**config.mk**
```make
export PLATFORM = sky130hd
export DESIGN_NAME = bus_xcvr_reg
export DESIGN_NICKNAME = d
export VERILOG_FILES = /design/src/rtl/xcvr_pkg.sv /design/src/rtl/xcvr_capture_reg.sv /design/src/rtl/xcvr_drive_path.sv /design/src/rtl/bus_xcvr_reg.sv
export SDC_FILE = /design/constraint.sdc
export NUM_CORES = 1
export LEC_CHECK = 0
export CAP_MARGIN = 10
export CORE_MARGIN = 2
export CORE_UTILIZATION = 40
export CTS_BUF_LIST = sky130_fd_sc_hd__clkbuf_16
export CTS_CLUSTER_SIZE = 40
export DETAILED_ROUTE_END_ITERATION = 16
export HOLD_SLACK_MARGIN = 0.06
export PLACE_DENSITY = 0.8
export SYNTH_ARGS = -nofsm -noshare
export SYNTH_HDL_FRONTEND = slang
export SYNTH_SLANG_ARGS = --single-unit
```
**constraint.sdc**
```tcl
create_clock -name clk -period 2.43 [get_ports clk]
set_input_delay 0.729 -clock clk [delete_from_list [all_inputs] [get_ports clk]]
set_output_delay 0.729 -clock clk [all_outputs]
set_load 0.02 [all_outputs]
```
**src/rtl/xcvr_pkg.sv**
```systemverilog
// Package: shared types for the registered bus transceiver.
// Assumes side index 0 is bus A and side index 1 is bus B.
package xcvr_pkg;

    // Which side the transceiver is currently driving.
    typedef enum logic [1:0] {
        DRIVE_NONE = 2'd0,
        DRIVE_A    = 2'd1,
        DRIVE_B    = 2'd2
    } drive_side_e;

    localparam int NUM_SIDES = 2;
    localparam int SIDE_A    = 0;
    localparam int SIDE_B    = 1;

endpackage

```
**src/rtl/xcvr_capture_reg.sv**
```systemverilog
// Module: xcvr_capture_reg
// Holds one side's stored bus value. The capture strobe is sampled on the
// system clock and its low-to-high change loads the register.
// Assumes the strobe is already synchronous to clk. Reset is synchronous,
// active low, and clears both the data and the strobe history.
module xcvr_capture_reg #(
    parameter int WIDTH = 8
) (
    input  logic             clk,
    input  logic             rst_n,
    input  logic             cap_i,
    input  logic [WIDTH-1:0] bus_i,
    output logic [WIDTH-1:0] store_o
);

    logic cap_q;
    logic load;

    // Detect a rising strobe relative to the previous sample.
    always_comb begin
        load = cap_i & ~cap_q;
    end

    // Track the strobe history and load the register on a detected edge.
    always_ff @(posedge clk) begin
        if (!rst_n) begin
            cap_q   <= 1'b0;
            store_o <= '0;
        end else begin
            cap_q <= cap_i;
            if (load) begin
                store_o <= bus_i;
            end
        end
    end

    // a fresh strobe edge loads the bus value.
    assert_capture_load_R1: assert property (@(posedge clk) disable iff (!rst_n)
        ($past(rst_n) && cap_i && !$past(cap_i)) |=> (store_o == $past(bus_i)));

    // a strobe held high leaves the register unchanged.
    assert_held_strobe_R11: assert property (@(posedge clk) disable iff (!rst_n)
        ($past(rst_n) && cap_i && $past(cap_i)) |=> $stable(store_o));

    // with no strobe edge the register keeps its value.
    assert_no_edge_hold_R3: assert property (@(posedge clk) disable iff (!rst_n)
        (!cap_i) |=> $stable(store_o));

endmodule

```
**src/rtl/xcvr_drive_path.sv**
```systemverilog
// Module: xcvr_drive_path
// Builds the output value and enable vector for one side. It chooses
// between the opposite bus (live) and the opposite side's register (stored).
// Assumes drive_i is already qualified by enable and direction.
// Outputs are zero whenever the side is not driven.
module xcvr_drive_path #(
    parameter int WIDTH = 8
) (
    input  logic             clk,
    input  logic             rst_n,
    input  logic             drive_i,
    input  logic             sel_stored_i,
    input  logic [WIDTH-1:0] live_i,
    input  logic [WIDTH-1:0] stored_i,
    output logic [WIDTH-1:0] out_o,
    output logic [WIDTH-1:0] oe_o
);

    logic [WIDTH-1:0] src;

    // Pick the live or stored source.
    always_comb begin
        src = sel_stored_i ? stored_i : live_i;
    end

    // Gate the value and spread the drive flag over every bit.
    always_comb begin
        out_o = drive_i ? src : '0;
        oe_o  = {WIDTH{drive_i}};
    end

    // the enable vector is uniform and the data is zero when not driven.
    assert_oe_uniform_R9: assert property (@(posedge clk) disable iff (!rst_n)
        ((oe_o == '0) || (oe_o == '1)) && ((oe_o != '0) || (out_o == '0)));

endmodule

```
**src/rtl/bus_xcvr_reg.sv**
```systemverilog
// Module: bus_xcvr_reg (top)
// Registered bidirectional transceiver between bus A and bus B.
// Each side owns a capture register loaded on its strobe's rising edge.
// The enable and direction inputs decide which side is driven, and each
// direction's select picks a live or stored source.
// Assumes all inputs are synchronous to clk. Reset is synchronous, active low.
module bus_xcvr_reg #(
    parameter int WIDTH = 8
) (
    input  logic             clk,
    input  logic             rst_n,
    input  logic [WIDTH-1:0] a_in,
    output logic [WIDTH-1:0] a_out,
    output logic [WIDTH-1:0] a_oe,
    input  logic [WIDTH-1:0] b_in,
    output logic [WIDTH-1:0] b_out,
    output logic [WIDTH-1:0] b_oe,
    input  logic             cap_a,
    input  logic             cap_b,
    input  logic             oe_n,
    input  logic             dir_a2b,
    input  logic             sel_a2b,
    input  logic             sel_b2a
);
    import xcvr_pkg::*;

    drive_side_e side;

    logic [NUM_SIDES-1:0][WIDTH-1:0] bus_in;
    logic [NUM_SIDES-1:0][WIDTH-1:0] stored;
    logic [NUM_SIDES-1:0][WIDTH-1:0] drv_out;
    logic [NUM_SIDES-1:0][WIDTH-1:0] drv_oe;
    logic [NUM_SIDES-1:0]            cap;
    logic [NUM_SIDES-1:0]            sel;
    logic [NUM_SIDES-1:0]            drive;

    // Decode enable and direction into the driven side.
    always_comb begin
        if (oe_n) begin
            side = DRIVE_NONE;
        end else if (dir_a2b) begin
            side = DRIVE_B;
        end else begin
            side = DRIVE_A;
        end
    end

    // Arrange the per-side inputs by side index.
    always_comb begin
        bus_in[SIDE_A] = a_in;
        bus_in[SIDE_B] = b_in;
        cap[SIDE_A]    = cap_a;
        cap[SIDE_B]    = cap_b;
        sel[SIDE_A]    = sel_b2a;
        sel[SIDE_B]    = sel_a2b;
        drive[SIDE_A]  = (side == DRIVE_A);
        drive[SIDE_B]  = (side == DRIVE_B);
    end

    // One capture register and one drive path per side. A side is driven
    // from the opposite side's bus or register.
    for (genvar s = 0; s < NUM_SIDES; s++) begin : g_side
        xcvr_capture_reg #(.WIDTH(WIDTH)) u_cap (
            .clk     (clk),
            .rst_n   (rst_n),
            .cap_i   (cap[s]),
            .bus_i   (bus_in[s]),
            .store_o (stored[s])
        );

        xcvr_drive_path #(.WIDTH(WIDTH)) u_drv (
            .clk          (clk),
            .rst_n        (rst_n),
            .drive_i      (drive[s]),
            .sel_stored_i (sel[s]),
            .live_i       (bus_in[NUM_SIDES-1-s]),
            .stored_i     (stored[NUM_SIDES-1-s]),
            .out_o        (drv_out[s]),
            .oe_o         (drv_oe[s])
        );
    end

    // Map the side arrays back onto the named ports.
    always_comb begin
        a_out = drv_out[SIDE_A];
        a_oe  = drv_oe[SIDE_A];
        b_out = drv_out[SIDE_B];
        b_oe  = drv_oe[SIDE_B];
    end

    // isolation drives neither side.
    assert_isolation_R4: assert property (@(posedge clk) disable iff (!rst_n)
        oe_n |-> (a_oe == '0 && b_oe == '0 && a_out == '0 && b_out == '0));

    // never both sides driven at once.
    assert_single_side_R5: assert property (@(posedge clk) disable iff (!rst_n)
        !((a_oe != '0) && (b_oe != '0)));

    // direction low with enable drives only A.
    assert_drive_a_R6: assert property (@(posedge clk) disable iff (!rst_n)
        (!oe_n && !dir_a2b) |-> (a_oe == '1 && b_oe == '0));

    // stored mode toward B shows the A register.
    assert_stored_b_R7: assert property (@(posedge clk) disable iff (!rst_n)
        (!oe_n && dir_a2b && sel_a2b) |-> (b_out == stored[SIDE_A]));

    // stored mode toward A shows the B register.
    assert_stored_a_R8: assert property (@(posedge clk) disable iff (!rst_n)
        (!oe_n && !dir_a2b && sel_b2a) |-> (a_out == stored[SIDE_B]));

endmodule

```
# Word-level counts from Yosys, hierarchy flattened
# Index checks and enable logic that the tools add are counted.
# W data, S select, Z words.
# totals
reg_bits,18
inputBits,24
out_inout_bits,32
elab_cells,16
# op_classes
n_eq_ne,2
mux,6
n_bitwise,4
# op_table
operator,n
$mux W8,4
$mux W2,2
$and A1 B1 Y1,2
$eq A2 B1 Y1 const B,1
$eq A2 B2 Y1 const B,1
$not A1 Y1,2

# Depth between registers and ports, before layout
# Gate-level depths: netlist (run 1).
# logic_depth
word_depth,4
ltp_mapped,4
ltp_nobuf,2

# Cells and area by module
# From an unflattened synthesis (run 1), not the netlist that was laid out.
# hier_totals
hier_cells,128
area_unflattened_um2,1171.1
# modules_own_cells
mod,n_inst,cells_each,area_per_inst_um2,seq_area_each_um2
xcvr_capture_reg,2,38,377.9,180.2
xcvr_drive_path,2,25,201.4,0.0
bus_xcvr_reg,1,2,12.5,0.0

# Worst setup path before layout (run 1)
# No wires, ideal clock.
# synth_timing
path_type,input to output
startpoint,input port dir_a2b
endpoint,output port a_out[0]
arrival_time_ps,1383
t_required_ps,1701
path_slack_ps,318
cell_stages,3
cell_sequence,or2_1 buf_6 nor2_1
# synth_via
elab_chain_cells,4
# synth_rtl
item,line_no,text
"start, declared",bus_xcvr_reg.sv:21,"input logic dir_a2b,"
$mux W2,bus_xcvr_reg.sv:41,end else if (dir_a2b) begin
$mux W2,bus_xcvr_reg.sv:39,if (oe_n) begin
$eq A2 B1 Y1,bus_xcvr_reg.sv:56,drive[SIDE_A] = (side == DRIVE_A);
$mux W8,xcvr_drive_path.sv:28,out_o = drive_i ? src : '0;
"end, declared",bus_xcvr_reg.sv:13,"output logic [WIDTH-1:0] a_out,"
# No other way between the ends.

# Worst setup path after layout (run 1)
# layout_timing
startpoint,input port dir_a2b
endpoint,output port a_out[6]
# The elaborated chain is that of the path after synthesis.

==> flow_results.org, run 1 <==
** Run status
- Result of the run :: finished, final reports clean

** Die
- Core Region :: 2710 um2
- The die covers 3270 um2.
- Io pins :: 56
- After floorplanning, the core was divided into 19 placement rows.
- Die Width :: 57.2 um
- From bottom edge to top edge, the die measures 57.2 um.
- The initial utilization of the core area, before any placement, comes to 0.417.

** Timing
- Final period utilization :: 0.967
- # setup viols final :: 0
- Setup skew after layout :: 0.00486 ns
- The max-slew violation count is 0.
- Setup slack on the critical path of the routed design comes to 0.0810 ns.
- Setup repair after global routing missed its margin :: false
- Headroom to the max-slew limit came out at 0.675.
- For the pin with the worst max-slew slack, the measured transition is 0.485 ns.
- Based on the critical path, the design can be clocked at up to 426 MHz.
- Shortest clock period the worst path allows after layout :: 2.35 ns
- The tightest hold path in the finished design has a slack of 0.458 ns.
- Hold Vio Cnt, Final :: 0

** Final layout
- 0 antenna diodes ended up in the layout.
- Across the whole layout, storage elements account for 360 um2.
- NumNets Final :: 195
- Summing all multi-input logic gate instances after layout gives 564 um2.
- For this run, the share of the core covered by cells in the final layout is 0.566.
- Share of cells above drive strength 1 :: 0.272
- Synthesis-to-layout area growth :: 35.5%
- Filler cell count in the final layout :: 270

** Global routing
- The via count of the first global-routing pass is 859.
- Entering global routing, the biggest net connects 35 pins.
- Total routing resource utilization after global routing :: 0.138
- The first global-routing pass estimated 3640 um of wire.
- Global route overflow :: 0
- Number of antenna violations at the first check in global routing :: 0

** Placed design
- In this run the tool buffered the top-level ports with 55 buffer cells.
- Prior to clock tree synthesis, the placed netlist has a worst setup slack of -0.615 ns.
- At the end of routability-driven placement, the weighted congestion stood at 0.769.
- Hpwl dp :: 1810 um

** Worst setup path
- WP data required :: 1.70 ns
- The worst setup path is launched from an input port.
- Along the worst path, the maximum fanout reaches 4.
- The worst setup path is of the in2out kind.
- Data on the critical path arrives at its endpoint at 1.62 ns.
- Critical Path End Type :: primary output

** Synth
- Post-synthesis area per instance :: 8.57 um2
- Share of the synthesized area in the top cell type :: 0.319
- Mapped Nets :: 156
- Cell types with the largest area share after synthesis :: sky130_fd_sc_hd__dfxtp_1, sky130_fd_sc_hd__mux2i_1, sky130_fd_sc_hd__buf_4
- Synthesized instance count :: 132
- Of all cell types, the one taking the most synthesized area is sky130_fd_sc_hd__dfxtp_1.
- FF+latch count, synth :: 18
- Yosys warnings :: 0
- The number of different library cells used by synthesis comes to 13.
- The cell area that synthesis handed to floorplanning was 1130 um2.
- Sequential area share after synthesis :: 0.319

** Pwr
- Maximum vdd drop :: 0.000355 V
- Internal Dissipation :: 0.626 mW
- P_leak :: 0.752 nW
- The share of total power dissipated in combinational logic is 0.231.
- Pwr per Cell Area :: 542 nW/um2
- Tot Pwr :: 0.831 mW
- Register share of total power :: 0.390
- Reported net switching power :: 0.205 mW
- Of the total power, the share spent switching nets is 0.247.
- Clock network power share :: 0.380

** Detailed routing
- Wirelength per Cell :: 11.6 um
- The pre-antenna-repair detailed-routing pass consisted of 4 iterations.
- Vias after detailed routing :: 939
- Via/cell ratio :: 4.70
- Once detail routing completed, the nets flagged for antenna violations numbered 0.
- Detailed router's first-iteration violation count :: 16
- For this block, the routed nets add up to 2330 um of wire.
- After detailed routing, the number of remaining DRC violations is 0.

** Clock tree
- For the worst-skew pair, the clock arrives at the later sink with an insertion delay of 0.24 ns.
- Clock-pin transition on the worst setup and hold timing paths :: 0.05 ns
- Buffers inserted during clock tree synthesis total 3.
- TritonCTS built the clock tree.
- For this design, the sink count on the clock tree is 18.
- Clock tree synthesis selected as its root buffer the cell sky130_fd_sc_hd__clkbuf_16.
- H-Tree Depth :: 1
- Counting along the longest clock path gives a buffer depth of 2.
- Hold bufs inserted after CTS :: 0

** Hold path
- The worst hold path belongs to the class reg2reg.

** Job
- Max-cap viol count :: 0
==> worst max-delay path: stages <==
cell and delay, ns:
sky130_fd_sc_hd__dlygate4sd2_1 0.28, sky130_fd_sc_hd__or2_2 0.33, sky130_fd_sc_hd__nor2_1 0.11, sky130_fd_sc_hd__buf_2 0.17
==> layout by cell type, fill, tap and decap left out, drive strengths merged <==
| cell type | instances |
|---|---|
| clkdlybuf4s50 | 19 |
| mux2i | 32 |
| and2 | 2 |
| clkbuf | 3 |
| dlygate4sd2 | 4 |
| clkdlybuf4s15 | 8 |
| nand2b | 1 |
| nor2 | 16 |
| inv | 2 |
| nand2 | 32 |
| nor2b | 2 |
| dfxtp | 18 |
| buf | 28 |
| or2 | 2 |
==> cell families after synthesis <==
logic type	share of synthesized area
and+or+nand+nor	0.201
buffers and inverters	0.197
muxes	0.283
DFF	0.319
==> state kept, by name, indices dropped and copies added, names as in the netlist <==
signal                cells
g_side.u_cap.cap_q        2
g_side.u_cap.store_o     16
==> cell type report <==
type | count | share of cell area
Clock buffer | 3 | 0.0490
Timing Repair Buffer | 59 | 0.316
Multi-Input combinational cell | 87 | 0.368
Inverter | 2 | 0.00653
Sequential cell | 18 | 0.235
Tap cell | 31 | 0.0253
==> through the flow <==
| stage | area (um2) | TNS (ns) | std cells |
|---|---|---|---|
| after CTS | 1530 | 0 | 200 |
| after detailed placement | 1550 | -17.74 | 196 |
| final | 1530 | 0 | 200 |
| after floorplan | 1130 | 0 | 132 |
| after global routing | 1530 | 0 | 200 |
| after global placement | 1550 | -17.29 | 196 |
==> metal layers <==
layer / global-route usage / part of all wire / wire length, um / vias to the layer above
li1: - / - / - / 477
met1: 0.160 / 0.41 / 955 / 415
met2: 0.259 / 0.48 / 1130 / 47
met3: 0.0340 / 0.10 / 244 / 0
met4: 0.0199 / 0 / 0 / 0
met5: 0 / 0 / 0 / -
==> path summary, 6_finish.rpt <==
kind                                              to  cells past startpoint                               startpoint  slack (ns)
max                                         a_out[6]                      4                                  dir_a2b        0.08
min          g_side[0].u_cap.store_o[0]$_SDFFE_PN0P_                      2  g_side[0].u_cap.store_o[0]$_SDFFE_PN0P_        0.46
max reg2reg  g_side[0].u_cap.store_o[4]$_SDFFE_PN0P_                      2         g_side[0].u_cap.cap_q$_SDFF_PN0_        1.41
min reg2reg  g_side[0].u_cap.store_o[0]$_SDFFE_PN0P_                      2  g_side[0].u_cap.store_o[0]$_SDFFE_PN0P_        0.46
==> cells in the mapped netlist (all sizes together) <==
cell type / count
and2: 2
buf: 26
dfxtp: 18
inv: 2
mux2i: 32
nand2: 32
nand2b: 1
nor2: 16
nor2b: 2
or2: 1
==> power groups by stage <==
stage	registers [mW]	clock network [mW]	logic [mW]
6_report	0.324	0.315	0.192
5_1_grt	0.325	0.334	0.207
4_1_cts	0.324	0.324	0.194
3_5_place_dp	0.330	0	0.208
3_3_place_gp	0.329	0	0.204
2_1_floorplan	0.327	0	0.139
==> what timing repair did <==
item | 4_1_cts | 5_1_grt
setup buffers | 0 | 0
endpoints found under the setup margin | 32 | 0
gates resized for setup | 130 | 0
(Power assumes the default switching activity.)
==> run 2: changes to the inputs <==
--- a/config.mk
+++ b/config.mk
@@ -9,7 +9,7 @@
 export CORE_MARGIN = 2
 export CORE_UTILIZATION = 40
 export CTS_BUF_LIST = sky130_fd_sc_hd__clkbuf_16
-export CTS_CLUSTER_SIZE = 40
+export CTS_CLUSTER_SIZE = 14
 export DETAILED_ROUTE_END_ITERATION = 16
 export HOLD_SLACK_MARGIN = 0.06
 export PLACE_DENSITY = 0.8
==> results of run 2 <==
Final layout, timing and power as in run 1 (identical DEF).
==> run 3: changes to the inputs <==
==> constraint.sdc (replaced) <==
create_clock -name clk -period 2.43 [get_ports clk]
set_input_delay 0.729 -clock clk [delete_from_list [all_inputs] [get_ports clk]]
set_output_delay 0.729 -clock clk [all_outputs]
set_load 0.1 [all_outputs]
==> flow_results.org, run 3 (synthesis results as in run 1) <==
** Worst setup path
- The maximum fanout along the worst path came to 2 (was 4).
- Worst setup path class :: in2out (unchanged)
- The data arrival at the endpoint of the critical path was 1.70 ns (was 1.62 ns).
- Slowest stage delay, CP :: 0.53 ns (was 0.33 ns)
- Buffers & Inverters on Critical Path :: 2 (unchanged)
- CP delay by family, top :: buffers and inverters (unchanged)
- WP data required :: 1.70 ns (about the same)
- Crit start category :: input port (unchanged)
- Highest-delay cell along the critical path :: sky130_fd_sc_hd__clkdlybuf4s50_1 (was sky130_fd_sc_hd__or2_2)
- Critical Path End Type :: primary output (unchanged)
- Ordered list of cells on the worst path :: clkdlybuf4s50_1, mux2i_4, nor2_2, buf_12 (was dlygate4sd2_1, or2_2, nor2_1, buf_2)

** Pwr
- The switching part of the total power is 0.363 (was 0.247).
- Internal Dissipation :: 0.732 mW (was 0.626 mW)
- Tot Pwr :: 1.15 mW (was 0.831 mW)
- The total power per unit cell area was 515 nW/um2 (was 542 nW/um2).
- P_leak :: 0.914 nW (was 0.752 nW)
- Register share of total power :: 0.287 (was 0.390)
- The clock network fraction of total power was 0.289 (was 0.380).
- The fraction of power consumed by combinational cells came to 0.424 (was 0.231).
- The peak supply drop came to 0.000511 V (was 0.000355 V).
- Reported net switching power :: 0.417 mW (was 0.205 mW)

** Final layout
- Final core utilization :: 0.824 (was 0.566)
- Register with the most flip-flops :: g_side.u_cap.store_o (unchanged)
- Filler-free cell count of the finished design :: 203 (was 200)
- The number of flip-flops in the largest register came to 16 (unchanged).
- Synthesis-to-layout area growth :: 97.3% (was 35.5%)
- The total inserted antenna cells was 0 (unchanged).
- Top library cells by usage in the layout, fill and taps aside: sky130_fd_sc_hd__buf_12, sky130_fd_sc_hd__nand2_1, sky130_fd_sc_hd__mux2i_1 (was sky130_fd_sc_hd__mux2i_1, sky130_fd_sc_hd__nand2_1, sky130_fd_sc_hd__buf_2).
- The fraction of final layout cells with drive strength greater than 1 is 0.442 (was 0.272).
- The number of nets in the layout was 197 (was 195).
- Registers with the most flip-flops :: g_side.u_cap.store_o x16, g_side.u_cap.cap_q x2 (unchanged)
- The library cell used most frequently in the layout, excluding fill and tap cells, is sky130_fd_sc_hd__buf_12.

** Die
- The placement row count is 19 (unchanged).
- The width of the die was 57.2 um (unchanged).
- Die ar. :: 3270 um2 (unchanged)
- The placeable core area came to 2710 um2 (unchanged).
- Io pins :: 56 (unchanged)
- The height of the chip is 57.2 um (unchanged).
- The starting density of the core was 0.417 (unchanged).

** Clock tree
- Post CTS Setup Buffer Count :: 0 (unchanged)
- The cell at the root of the clock tree was sky130_fd_sc_hd__clkbuf_16 (unchanged).
- The largest buffer count on any clock path is 2 (unchanged).
- The number of clock sinks was 18 (unchanged).
- The clock-pin slew on the worst setup and hold paths was 0.05 ns (about the same).
- Clock Latency Late Sink :: 0.25 ns (was 0.24 ns)
- TritonCTS Buffers :: 3 (unchanged)
- The number of levels the H-tree was split into is 1 (unchanged).
- Clock tree from TritonCTS :: yes (unchanged)

** Global routing
- The initial antenna violation count is 0 (unchanged).
- The via count of the first global-routing pass is 1066 (was 859).
- The overall global routing resource usage is 0.218 (was 0.138).
- The total congestion overflow is 0 (unchanged).
- The global-route wire length before repair was 5420 um (was 3640 um).
- The maximum number of pins on one net before global-route repair is 35 (unchanged).

** Placed design
- The placed cell count is 198 (was 196).
- Hpwl dp :: 2310 um (was 1810 um)
- The count of input and output buffers came to 55 (unchanged).
- The global placement routability congestion is 0.733 (was 0.769).

** Detailed routing
- The overall via count from detail_route came to 1019 (was 939).
- The total wire length after detailed routing is 3440 um (was 2330 um).
- The number of DRC violations after detailed routing came to 0 (unchanged).
- The mean number of vias per cell was 5.02 (was 4.70).
- Wirelength per Cell :: 17.0 um (was 11.6 um)
- Count of antenna-violating nets left after detailed routing :: 0 (unchanged)
- Detailed-router iteration count before antenna repair :: 4 (unchanged)
- Detailed router's first-iteration violation count :: 8 (was 16)

** Hold path
- Worst min-delay path class :: reg2reg (unchanged)

** Timing
- The fraction of the cycle the final worst path needs was 0.998 (was 0.967).
- The pin slew with the least headroom to its limit came to 0.550 ns (was 0.485 ns).
- Shortest clock period the worst path allows after layout :: 2.43 ns (was 2.35 ns)
- The count of endpoints failing hold in the final timing report is 0 (unchanged).
- The relative slew slack is 0.632 (was 0.675).
- The highest achievable clock rate was 412 MHz (was 426 MHz).
- The final clock skew is 0.00182 ns (was 0.00486 ns).
- Final Max Tran Viols :: 0 (unchanged)
- # setup viols final :: 0 (unchanged)
- The setup total negative slack came to 0 ns (unchanged).

** Job
- The max-cap check violation count came to 0 (unchanged).

** Run status
- Result of the run: finished, final reports clean (unchanged).
run 3: cell types whose count changed in the layout (fill, tap and decap cells not counted), moves of 3 or more:
| cell | delta |
|---|---|
| sky130_fd_sc_hd__clkdlybuf4s15_2 | -8 |
| sky130_fd_sc_hd__buf_12 | +32 |
| sky130_fd_sc_hd__buf_16 | +4 |
| sky130_fd_sc_hd__mux2i_4 | +8 |
| sky130_fd_sc_hd__dlygate4sd2_1 | -3 |
| sky130_fd_sc_hd__nor2_1 | -16 |
| sky130_fd_sc_hd__buf_2 | -22 |
| sky130_fd_sc_hd__nor2_2 | +10 |
| sky130_fd_sc_hd__nor2_4 | +6 |
| sky130_fd_sc_hd__mux2i_1 | -10 |
run 3: final cells by class:
cell class | count | area, um2
Fill cell | 145 | 478
Clock inverter | 1 | 3.75
Clock buffer | 3 | 75.1
Multi-Input combinational cell | 87 | 744
Sequential cell | 18 | 360
Timing Repair Buffer | 61 | 1000
Tap cell | 31 | 38.8
Inverter | 2 | 7.51
run 3: power by group through the flow:
stage | logic, mW | registers [mW] | clock network (mW)
2_1_floorplan | 0.299 | 0.327 | 0
3_3_place_gp | 0.443 | 0.328 | 0
3_5_place_dp | 0.451 | 0.330 | 0
4_1_cts | 0.483 | 0.329 | 0.336
5_1_grt | 0.503 | 0.331 | 0.352
6_report | 0.488 | 0.329 | 0.332
run 3: stage by stage:
stage               setup slack, ns  hold slack, ns  instance area, um2
finish                      0.00410           0.466                2230
global route                -0.0310           0.490                2230
CTS                          0.0255           0.461                2220
detailed placement           -0.355           0.446                2000
global placement             -0.319           0.442                2000
floorplan                    -0.202           0.434                1200
run 3: timing repair:
action,in CTS,in global routing
pin swaps,1,2
endpoints found under the hold margin,0,0
gates resized for setup,30,8
cloned,1,0
endpoints found under the setup margin,32,19
hold buffers,0,0
run 3: routing by layer:
metal / GRT usage / up-vias / wire, um
li1: - / 495 / -
met1: 0.244 / 503 / 1280
met2: 0.427 / 16 / 2040
met3: 0.0272 / 5 / 75
met4: 0.0598 / 0 / 51
met5: 0 / - / 0
run 3: worst register-to-register path, delay by kind of cell (launching register included):
family / cells / cell delay, ns
DFF: 1 / 0.30
muxes: 1 / 0.28
and+or+nand+nor: 1 / 0.45
run 3: worst paths after layout:
path | depth (start not counted) | endpoint | start | slack, ns
setup / recovery | 4 | a_out[5] | b_in[5] | 0.004
hold / removal | 2 | g_side[0].u_cap.store_o[5]$_SDFFE_PN0P_ | g_side[0].u_cap.store_o[5]$_SDFFE_PN0P_ | 0.47
setup reg to reg | 2 | g_side[0].u_cap.store_o[0]$_SDFFE_PN0P_ | g_side[0].u_cap.cap_q$_SDFF_PN0_ | 1.32
hold reg to reg | 2 | g_side[0].u_cap.store_o[5]$_SDFFE_PN0P_ | g_side[0].u_cap.store_o[5]$_SDFFE_PN0P_ | 0.47
